[src/rtl/xlat_pkg.sv]
package xlat_pkg;
  localparam int WAYS  = 4;
  localparam int WAY_W = 2;

  typedef struct packed {
    logic wr;
    logic usr;
    logic dty;
  } xlat_attr_t;
endpackage

[src/rtl/xlat_plru.sv]
module xlat_plru
  import xlat_pkg::*;
(
  input  logic             clk,
  input  logic             rst_n,
  input  logic             clear,
  input  logic             touch_en,
  input  logic [WAY_W-1:0] touch_way,
  output logic [WAY_W-1:0] victim
);
  logic [2:0] bits_q, bits_d;

  always_comb begin
    bits_d = bits_q;
    if (clear) begin
      bits_d = '0;
    end else if (touch_en) begin
      if (!touch_way[1]) begin
        bits_d[0] = 1'b1;
        bits_d[1] = ~touch_way[0];
      end else begin
        bits_d[0] = 1'b0;
        bits_d[2] = ~touch_way[0];
      end
    end
  end

  always_ff @(posedge clk or negedge rst_n) begin
    if (!rst_n) bits_q <= '0;
    else        bits_q <= bits_d;
  end

  assign victim = bits_q[0] ? {1'b1, bits_q[2]} : {1'b0, bits_q[1]};

  // the way just touched is never the next victim
  a_r8_victim_not_recent: assert property (@(posedge clk) disable iff (!rst_n)
    (touch_en && !clear) |=> (victim != $past(touch_way)));
endmodule

[src/rtl/xlat_set_match.sv]
module xlat_set_match
  import xlat_pkg::*;
#(
  parameter int TAG_W = 18
) (
  input  logic             clk,
  input  logic             rst_n,
  input  logic [TAG_W-1:0] tags [WAYS],
  input  logic [WAYS-1:0]  vld,
  input  logic [TAG_W-1:0] key,
  output logic [WAYS-1:0]  hit_vec,
  output logic             any,
  output logic [WAY_W-1:0] idx
);
  always_comb begin
    idx = '0;
    for (int w = 0; w < WAYS; w++) begin
      hit_vec[w] = vld[w] && (tags[w] == key);
      if (hit_vec[w]) idx = WAY_W'(w);
    end
  end

  assign any = |hit_vec;

  // no set ever holds the same tag twice
  a_r4_single_match: assert property (@(posedge clk) disable iff (!rst_n)
    $onehot0(hit_vec));
endmodule

[src/rtl/xlat_cache.sv]
module xlat_cache
  import xlat_pkg::*;
#(
  parameter int VPN_W = 20,
  parameter int PFN_W = 20,
  parameter int SETS  = 16
) (
  input  logic             clk,
  input  logic             rst_n,
  input  logic             lk_valid,
  input  logic [VPN_W-1:0] lk_vpn,
  input  logic             lk_write,
  output logic             lk_hit,
  output logic [PFN_W-1:0] lk_pfn,
  output logic             lk_wr,
  output logic             lk_usr,
  output logic             lk_dty,
  input  logic             fill_en,
  input  logic [VPN_W-1:0] fill_vpn,
  input  logic [PFN_W-1:0] fill_pfn,
  input  logic             fill_wr,
  input  logic             fill_usr,
  input  logic             fill_dty,
  input  logic             flush
);
  localparam int IDX_W = $clog2(SETS);
  localparam int TAG_W = VPN_W - IDX_W;

  logic [TAG_W-1:0] tag_q  [SETS][WAYS];
  logic [PFN_W-1:0] pfn_q  [SETS][WAYS];
  xlat_attr_t       attr_q [SETS][WAYS];
  logic [WAYS-1:0]  vld_q  [SETS];
  logic [WAYS-1:0]  vld_d  [SETS];

  logic [IDX_W-1:0] lk_set, fl_set;
  logic [TAG_W-1:0] lk_tag, fl_tag;
  assign lk_set = lk_vpn[IDX_W-1:0];
  assign lk_tag = lk_vpn[VPN_W-1:IDX_W];
  assign fl_set = fill_vpn[IDX_W-1:0];
  assign fl_tag = fill_vpn[VPN_W-1:IDX_W];

  // lookup side
  logic [WAYS-1:0]  lk_vec;
  logic             lk_any;
  logic [WAY_W-1:0] lk_way;
  xlat_attr_t       lk_attr;

  xlat_set_match #(.TAG_W(TAG_W)) u_lk_match (
    .clk(clk), .rst_n(rst_n), .tags(tag_q[lk_set]), .vld(vld_q[lk_set]),
    .key(lk_tag), .hit_vec(lk_vec), .any(lk_any), .idx(lk_way));

  assign lk_attr = attr_q[lk_set][lk_way];
  assign lk_hit  = lk_valid && lk_any && !(lk_write && !lk_attr.dty);
  assign lk_pfn  = lk_hit ? pfn_q[lk_set][lk_way] : '0;
  assign lk_wr   = lk_hit && lk_attr.wr;
  assign lk_usr  = lk_hit && lk_attr.usr;
  assign lk_dty  = lk_hit && lk_attr.dty;

  // fill side
  logic [WAYS-1:0]  fl_vec;
  logic             fl_any;
  logic [WAY_W-1:0] fl_hit_way, fl_free_way, fill_way;
  logic             fl_has_free, fill_go;
  logic [WAY_W-1:0] victim [SETS];

  xlat_set_match #(.TAG_W(TAG_W)) u_fl_match (
    .clk(clk), .rst_n(rst_n), .tags(tag_q[fl_set]), .vld(vld_q[fl_set]),
    .key(fl_tag), .hit_vec(fl_vec), .any(fl_any), .idx(fl_hit_way));

  always_comb begin
    fl_has_free = 1'b0;
    fl_free_way = '0;
    for (int w = WAYS - 1; w >= 0; w--) begin
      if (!vld_q[fl_set][w]) begin
        fl_has_free = 1'b1;
        fl_free_way = WAY_W'(w);
      end
    end
  end

  assign fill_go  = fill_en && !flush;
  assign fill_way = fl_any ? fl_hit_way : (fl_has_free ? fl_free_way : victim[fl_set]);

  // per-set replacement state
  for (genvar s = 0; s < SETS; s++) begin : g_set
    logic fill_here, hit_here;
    assign fill_here = fill_go && (fl_set == IDX_W'(s));
    assign hit_here  = lk_hit && (lk_set == IDX_W'(s));

    xlat_plru u_plru (
      .clk(clk), .rst_n(rst_n), .clear(flush),
      .touch_en(fill_here || hit_here),
      .touch_way(fill_here ? fill_way : lk_way),
      .victim(victim[s]));
  end

  // next state of valid bits
  always_comb begin
    for (int s = 0; s < SETS; s++) begin
      vld_d[s] = flush ? '0 : vld_q[s];
    end
    if (fill_go) vld_d[fl_set][fill_way] = 1'b1;
  end

  always_ff @(posedge clk or negedge rst_n) begin
    if (!rst_n) begin
      for (int s = 0; s < SETS; s++) vld_q[s] <= '0;
    end else begin
      for (int s = 0; s < SETS; s++) vld_q[s] <= vld_d[s];
    end
  end

  // data arrays: no reset, written only under the fill enable
  always_ff @(posedge clk) begin
    if (fill_go) begin
      tag_q[fl_set][fill_way]  <= fl_tag;
      pfn_q[fl_set][fill_way]  <= fill_pfn;
      attr_q[fl_set][fill_way] <= '{wr: fill_wr, usr: fill_usr, dty: fill_dty};
    end
  end

  // a fill leaves a valid entry carrying its tag
  a_r3_fill_installs: assert property (@(posedge clk) disable iff (!rst_n)
    fill_go |=> (vld_q[$past(fl_set)][$past(fill_way)] &&
                 tag_q[$past(fl_set)][$past(fill_way)] == $past(fl_tag)));

  // a reported write hit always carries a set dirty attribute
  a_r5_write_needs_dirty: assert property (@(posedge clk) disable iff (!rst_n)
    (lk_hit && lk_write) |-> lk_dty);

  // the cycle after a flush nothing can hit, fill or not
  a_r6_flush_empties: assert property (@(posedge clk) disable iff (!rst_n)
    flush |=> !lk_hit);

  // outputs stay quiet without a request
  a_r2_idle_quiet: assert property (@(posedge clk) disable iff (!rst_n)
    !lk_valid |-> (!lk_hit && lk_pfn == '0));
endmodule

[config.mk]
export PLATFORM = sky130hd
export DESIGN_NAME = xlat_cache
export DESIGN_NICKNAME = d
export VERILOG_FILES = /design/src/rtl/xlat_pkg.sv /design/src/rtl/xlat_plru.sv /design/src/rtl/xlat_set_match.sv /design/src/rtl/xlat_cache.sv
export SDC_FILE = /design/constraint.sdc
export NUM_CORES = 2
export LEC_CHECK = 0
export BUFFER_PORTS_ARGS = -buffer_cell sky130_fd_sc_hd__buf_2
export CAP_MARGIN = 20
export CORE_ASPECT_RATIO = 0.75
export CORE_MARGIN = 2
export CORE_UTILIZATION = 50
export DETAILED_ROUTE_END_ITERATION = 12
export GPL_TIMING_DRIVEN = 0
export PLACE_DENSITY = 0.65
export SETUP_SLACK_MARGIN = 0.02
export SKIP_CTS_REPAIR_TIMING = 1
export SYNTH_ARGS = -nofsm -noshare
export SYNTH_HDL_FRONTEND = slang
export SYNTH_HIERARCHICAL = 1
export SYNTH_SLANG_ARGS = --single-unit
[constraint.sdc]
create_clock -name clk -period 16.3 [get_ports clk]
set_input_delay 2.445 -clock clk [delete_from_list [all_inputs] [get_ports clk]]
set_output_delay 2.445 -clock clk [all_outputs]
set_load 0.02 [all_outputs]
## Word level (Yosys, flattened, before mapping)

Memory sizes are Yosys's and may differ from the RTL's.
Cells that the tools add are included.

- Bits in registers: 112
- Memory bits (writable): 2496
- Input bits: 69
- Output and inout port bits: 24
- Logic and storage cells: 462
- Memories kept: 3

Memory list:

| name | words | bits a word | rd ports | clocked after Yosys merged registers in | write ports | line | source |
|---|---|---|---|---|---|---|---|
| pfn_q | 16 | 80 | 1 | 0 | 1 | xlat_cache.sv:30 | `logic [PFN_W-1:0] pfn_q [SETS][WAYS];` |
| tag_q | 16 | 64 | 2 | 0 | 1 | xlat_cache.sv:29 | `logic [TAG_W-1:0] tag_q [SETS][WAYS];` |
| attr_q | 16 | 12 | 1 | 0 | 1 | xlat_cache.sv:31 | `xlat_attr_t attr_q [SETS][WAYS];` |

- Order comparisons: 8
- Equal/unequal tests: 54
- Mux-type cells: 175
- Bitwise gates (word level): 21
- Reductions and logical operators: 137

Operators with widths:

| kind | count |
|---|---|
| $eq 16x16->1 | 8 |
| $mux 64 | 2 |
| $mux 3 | 35 |
| $mux 2 | 44 |
| $mux 4 | 21 |
| $mux 20 | 4 |
| $mux 80 | 1 |
| $eq 4x4->1 const B | 16 |
| $or 64x64->64 | 1 |
| $reduce_and 2->1 | 32 |
| $reduce_bool 2->1 | 32 |
| $mux 1 | 56 |
| $logic_and 1x1->1 | 50 |
| $bmux 20 s2 | 1 |
| $demux 20 s2 | 1 |
| $bmux 4 s4 | 2 |
| $demux 16 s2 | 1 |
| $eq 4x3->1 const B | 8 |
| $ne 2x2->1 const B | 16 |
| $demux 4 s4 | 1 |
| $eq 4x2->1 const B | 4 |
| $logic_or 1x1->1 | 16 |
| $mux 16 | 1 |
| $not 1->1 | 16 |
| 17 further kinds | 26 |

## Logic depth before layout (Yosys ltp)

- Depth in word-level cells: 20
- Depth in mapped cells: 24
- Depth with buffers taken out: 16

## Modules after synthesis

The synthesis kept the hierarchy.

By module, submodules not included:

| module | times used | cells an instance | area each (um^2) | sequential area each (um^2) |
|---|---|---|---|---|
| xlat_cache | 1 | 4459 | 106588.5 | 76553.4 |
| xlat_plru | 16 | 13 | 162.7 | 75.1 |
| xlat_set_match | 2 | 100 | 822.0 | 0.0 |

## Worst setup path before layout

No wires, ideal clock.

- Path kind: in2reg
- Start: in fill_vpn[0]
- End: mem attr_q[10][10] in the netlist's numbering (enable)
- Library setup time: 0.484 ns
- Arrival time: 9.622 ns
- Data required time: 15.816 ns
- Path slack: 6.194 ns
- Stages: 19
- Path buffers: 6
- Path through: buf_6 buf_6 buf_6 buf_2 clkbuf_1 mux4_2 mux4_2 xor2_1 nor4_1 nand4_1 nor4_4 or4_1 and3b_1 a32o_1 a31oi_1 a211o_1 o211ai_1 clkbuf_1 nor3_1

- Elaborated cells on any way between the ends: 37

RTL lines:

| what | line | source |
|---|---|---|
| start: declaration | xlat_cache.sv:19 | `input logic [VPN_W-1:0] fill_vpn,` |
| parallel branches: the longest is 4 deep, another holds $mem_v2 16x64 | - |  |
| $logic_and 1x1->1 * | xlat_set_match.sv:18 | `hit_vec[w] = vld[w] && (tags[w] == key);` |
| via fl_vec[2] | xlat_cache.sv:60 | `logic [WAYS-1:0] fl_vec;` |
| $reduce_or 4->1 * | xlat_set_match.sv:23 | `assign any = \|hit_vec;` |
| via fl_any | xlat_cache.sv:61 | `logic fl_any;` |
| $mux 2 * | xlat_cache.sv:82 | `assign fill_way = fl_any ? fl_hit_way : (fl_has_free ? fl_free_way : victim[fl_set]);` |
| $not 2->3 (not written as such) * | xlat_cache.sv:118 | `attr_q[fl_set][fill_way] <= '{wr: fill_wr, usr: fill_usr, dty: fill_dty};` |
| $ge 3x3->1 (not written as such) / $lt 3x1->1 (equally long branches) | xlat_cache.sv:118 |  |
| $logic_and 1x1->1 (not written as such) | xlat_cache.sv:118 |  |
| $mux 3 (not written as such) | xlat_cache.sv:118 |  |
| $demux 3 s2 * | xlat_cache.sv:118 |  |
| $mux 12 (not written as such) * | xlat_cache.sv:118 |  |
| end: declaration | xlat_cache.sv:31 |  |

Mark *: on every way through the listed nets, which the timed path passes. The select of a mux whose other input is x is not followed.

## Final worst setup path

- Start: in lk_vpn[1]
- End: out lk_pfn[3]

- Elaborated cells on any way between the ends: 32

RTL lines:

| what | line | source |
|---|---|---|
| start: declaration | xlat_cache.sv:11 | `input logic [VPN_W-1:0] lk_vpn,` |
| parallel branches: the longest is 4 deep, another holds $mem_v2 16x64 | - |  |
| $logic_and 1x1->1 * | xlat_set_match.sv:18 |  |
| via lk_vec[2] | xlat_cache.sv:43 | `logic [WAYS-1:0] lk_vec;` |
| $mux 2 * (2 in a row) | xlat_set_match.sv:19 | `if (hit_vec[w]) idx = WAY_W'(w);` |
| via lk_way[1] | xlat_cache.sv:45 | `logic [WAY_W-1:0] lk_way;` |
| $not 2->3 (not written as such) * | xlat_cache.sv:52, xlat_cache.sv:54 |  |
| $bmux 3 s2 | xlat_cache.sv:52 | `assign lk_attr = attr_q[lk_set][lk_way];` |
| $mux 3 (not written as such) (2 in a row) | xlat_cache.sv:52 |  |
| $logic_not 1->1 | xlat_cache.sv:53 | `assign lk_hit = lk_valid && lk_any && !(lk_write && !lk_attr.dty);` |
| $logic_and 1x1->1 | xlat_cache.sv:53 |  |
| $logic_not 1->1 | xlat_cache.sv:53 |  |
| $logic_and 1x1->1 | xlat_cache.sv:53 |  |
| $mux 20 * | xlat_cache.sv:54 | `assign lk_pfn = lk_hit ? pfn_q[lk_set][lk_way] : '0;` |
| end: declaration | xlat_cache.sv:14 | `output logic [PFN_W-1:0] lk_pfn,` |

Marks and branches as above.

==> summary.md <==
| Metric | Value |
|---|---|
| Routed vias | about 60k |
| Synth unique cells | 60 |
| CP Cell Sequence | buf_2, buf_2, buf_2, buf_2, buf_1, buf_8, clkbuf_1, mux4_2, mux4_2, xor2_1, nor4_1, nand4_1, nor4_4, or2_1, clkbuf_1, mux2i_1, and3_1, o41ai_2, o2111ai_2, buf_2, nor2b_1, buf_2 |
| Internal power | between 10000 and 15000 uW |
| Post-Syn Nets | 4936 |
| Crit-path max cell delay | a little under 1 ns |
| Slew Limit Headroom | approximately 18% |
| Final global-route overflow total | 0 |
| Synth Warn # | 6 |
| Die ar. | 225000 um^2 |
| Number of synthesized flops with an enable pin | about 2.5k |
| Ys async rst share | 4.29% |
| Buffer and inverter count on the worst path | 10 |
| Worst hold start | vld_q[4]$_DFF_PN0_ |
| Tot Pwr | 14100 uW |
| Max-slew violation count | 0 |
| CP startpoint kind | input pin |
| Fillers | about 16k |
| Status | completed |
| NetSw | 3170 uW |
| Hpwl dp | 239000 um |
| Die width | 548 um |
| Largest net degree at the start of global routing | 87 |
| CTS H-tree depth | 5 |
| Share of layout cells above drive strength 1 | 39.6% |
| Share of power burned in registers | 52.0% |
| Reg2reg start | tag_q[10][51]$_DFFE_PP_ |
| Seq cells post-synth | roughly 2.6k |
| Fin crit share | 82.3% |
| Critical Path Fanout Max | 10 |
| Post-place setup slack | 3.03 ns |
| Comb pwr share | 7.3% |
| Cell family contributing the most delay on the critical path | buffers and inverters |
| Cells after Synth | 4867 |
| Vias in the first global route | 58.1k |
| Fmax | 74.6 MHz |
| Pwr dens | 110 nW/um^2 |
| CTS tree | yes |
| Worst R2R Setup Slack | roughly 8.6 ns |
| Leakage | 0.0409 uW |
| Hold path depth | 2 |
| Worst Hold End | vld_q[4]$_DFF_PN0_ |
| Floorplan core area | 220000 um^2 |
| Maxcap violations | 0 |
| Post-route worst setup slack | between 2 and 3 ns |
| Crit path kind | input pin to primary output |
| Sw frac | around 22% |
| WP data required | 13.86 ns |
| RSZ-0062 raised after global routing | false |
| Initial antenna violation count | 16 |
| Synth Area per Inst | 22.8 um^2 |
| DRC viols | 0 |
| CTS Buf Count | 266 |
| Clk sinks | 2608 |
| Setup Skew | about 0.048 ns |
| Antenna Nets Post-Route | 0 |
| Fin crit period | 13.41 ns |
| Crit path max-delay cell type | o41ai_2 |
| RR Endpoint | pfn_q[9][28]$_DFFE_PP_ |
| Buffer depth of the longest clock path | 4 |
| I/O Pins | between 90 and 100 |
| Most frequent cells in the layout | 2496 x edfxtp_1, 1160 x mux4_2, 313 x buf_6 |
| Type of the worst min-delay path | flop to flop |
| Initial core utilization | between 50% and 60% |
| Fin. Hold Viols | 0 |
| Clk pin slew, worst setup/hold paths | around 0.050 ns |
| Clock latency on the worst-skew pair | ~0.86 ns |
| PortBufs | 80 |
| Site Rows | 149 |
| CP Capture Type | primary output |
| Initial DRC count | 10.5k |
| Post-DP Area | roughly 120000 um^2 |
| WP data arrival | 10.97 ns |
| Pin slew with the least headroom to its limit | 1.23 ns |
| Total Wirelength | around 340000 um |
| RD Place Congestion | 0.944 |
| Clock power share | between 40% and 50% |
| Root buf cell | clkbuf_16 |
| Wire length per cell | 38.1 um |
| Seq/Total Area, Yosys | 70.2% |
| # setup viols final | 0 |
| Die span in y | 412 um |
| Reg2Reg Depth | 18 |
| Max IR drop VDD | roughly 0.096 mV |
| Top_reg_cell synth | edfxtp_1 |
| Area Overhead vs Synth | 16.1% |
| Cell Area, Synth | 111000 um^2 |
| Global-route wire length before repair | ~460000 um |
| Vias/cell | 6.83 |
| Worst path most repeated cell | buf_2 |
| Drt pass-1 iters | 8 |
| Leading cell type in the layout, fill and taps excluded | edfxtp_1 |
| Total track usage | between 20 and 30% |
| Nets | 5722 |
| Post-route cell area | 129000 um^2 |
==> sequential cells by signal (all words and copies together) (netlist names) <==
| register | flops |
|---|---|
| attr_q | 192 |
| g_set.u_plru/bits_q | 48 |
| pfn_q | 1280 |
| tag_q | 1024 |
| vld_q | 64 |
==> per-stage QoR <==
step                utilization, %  TNS (ns)  std cells  hold WS [ns]
finish                        58.5         0       8786         0.558
CTS                           58.3         0       8757         0.554
global route                  58.5         0       8785         0.570
detailed placement            54.7         0       8305         0.542
floorplan                        -         0       4867         0.497
global placement              52.2  -3232.30       7891         0.523
==> worst max-delay path by stage <==
stage	startpoint	end	slack [ns]	depth (start not counted)
global placement	fill_vpn[1]	pfn_q[1][61]$_DFFE_PP_	-2.06	20
floorplan	fill_vpn[0]	attr_q[10][10]$_DFFE_PP_	6.19	19
CTS	lk_vpn[1]	lk_pfn[3]	3.03	21
detailed placement	lk_vpn[1]	lk_pfn[3]	3.03	21
global route	lk_vpn[1]	lk_pfn[10]	3.00	22
finish	lk_vpn[1]	lk_pfn[3]	2.89	22
==> synthesized netlist by cell type, types with 3 or more instances <==
library cell	number	area share, %
edfxtp_1	2496	68
mux4_2	1160	24
clkbuf_1	175	0.59
dfrtp_1	112	2.5
xnor2_1	104	0.82
buf_2	71	0.32
inv_1	70	0.24
nand2_1	68	0.23
nor3_1	64	0.29
o32ai_1	64	0.51
nor2b_1	63	0.36
o21ai_0	50	0.23
buf_1	43	0.15
buf_4	43	0.29
nor2_1	26	0.088
xor2_1	24	0.19
mux2_2	21	0.21
nand4_1	21	0.12
a21oi_1	16	0.072
a311oi_1	16	0.13
buf_6	16	0.16
mux2_4	16	0.22
nor2b_4	16	0.20
o21ba_2	16	0.14
nand3_1	12	0.054
nor4_1	11	0.062
clkbuf_2	8	0.036
mux2i_1	7	0.063
a22oi_1	5	0.034
and3_1	4	0.023
nand3b_1	4	0.027
nor4_4	4	0.077
nor3b_1	3	0.020
o21bai_1	3	0.020
==> cell type report <==
| class | count | area [um^2] | share of cell area (%) |
|---|---|---|---|
| antenna | 5 | 12.5 | 0.00972 |
| buffer | 358 | 1750 | 1.36 |
| inverter | 70 | 263 | 0.204 |
| tap | 2944 | 3680 | 2.86 |
| timing repair buffer | 518 | 5940 | 4.61 |
| clock inverter | 126 | 828 | 0.643 |
| multi-input combinational | 1831 | 31400 | 24.4 |
| clock buffer | 326 | 7100 | 5.52 |
| sequential | 2608 | 77800 | 60.4 |
==> power by group through the flow <==
stage / logic [uW] / clock network, uW / registers [uW]
final: 1030 / 5760 / 7360
after global routing: 1060 / 6050 / 7360
after CTS: 996 / 5800 / 7360
after detailed placement: 993 / 0 / 7500
after global placement: 940 / 0 / 7510
after floorplan: 526 / 0 / 7500
==> worst register-to-register path, stage by stage (launching register included) <==
cell and delay (ns):
edfxtp_1 0.40, mux4_2 0.49, mux4_2 0.48, xor2_1 0.22, nor4_1 0.80, nand4_1 0.21
nor4_1 0.83, or4_1 0.30, and3b_1 0.20, a32o_1 0.20, a31oi_1 0.34, a211o_1 0.19
o211ai_1 0.42, clkbuf_1 0.48, nor3_2 0.91, buf_6 0.27, buf_6 0.21, buf_8 0.17
buf_6 0.19
==> layer usage <==
| metal | GRT usage (%) | routed length [um] |
|---|---|---|
| met3 | 10.6 | 50400 |
| met5 | 0 | 34 |
| met4 | 9.34 | 10900 |
| met2 | 40.0 | 140000 |
| met1 | 45.7 | 134000 |
==> kinds of logic (layout without fill, tap and decap cells) <==
kind of cell	after synthesis	after routing	synth area share, %
AOI/OAI and AO/OA	185	185	1.26
and+or+nand+nor	314	314	1.70
xor gates and xnor gates	128	128	1.01
buffers and inverters	428	1398	1.81
DFF	2608	2608	70.2
other	0	5	0
muxes	1204	1204	24.1
(Power assumes the default switching activity.)
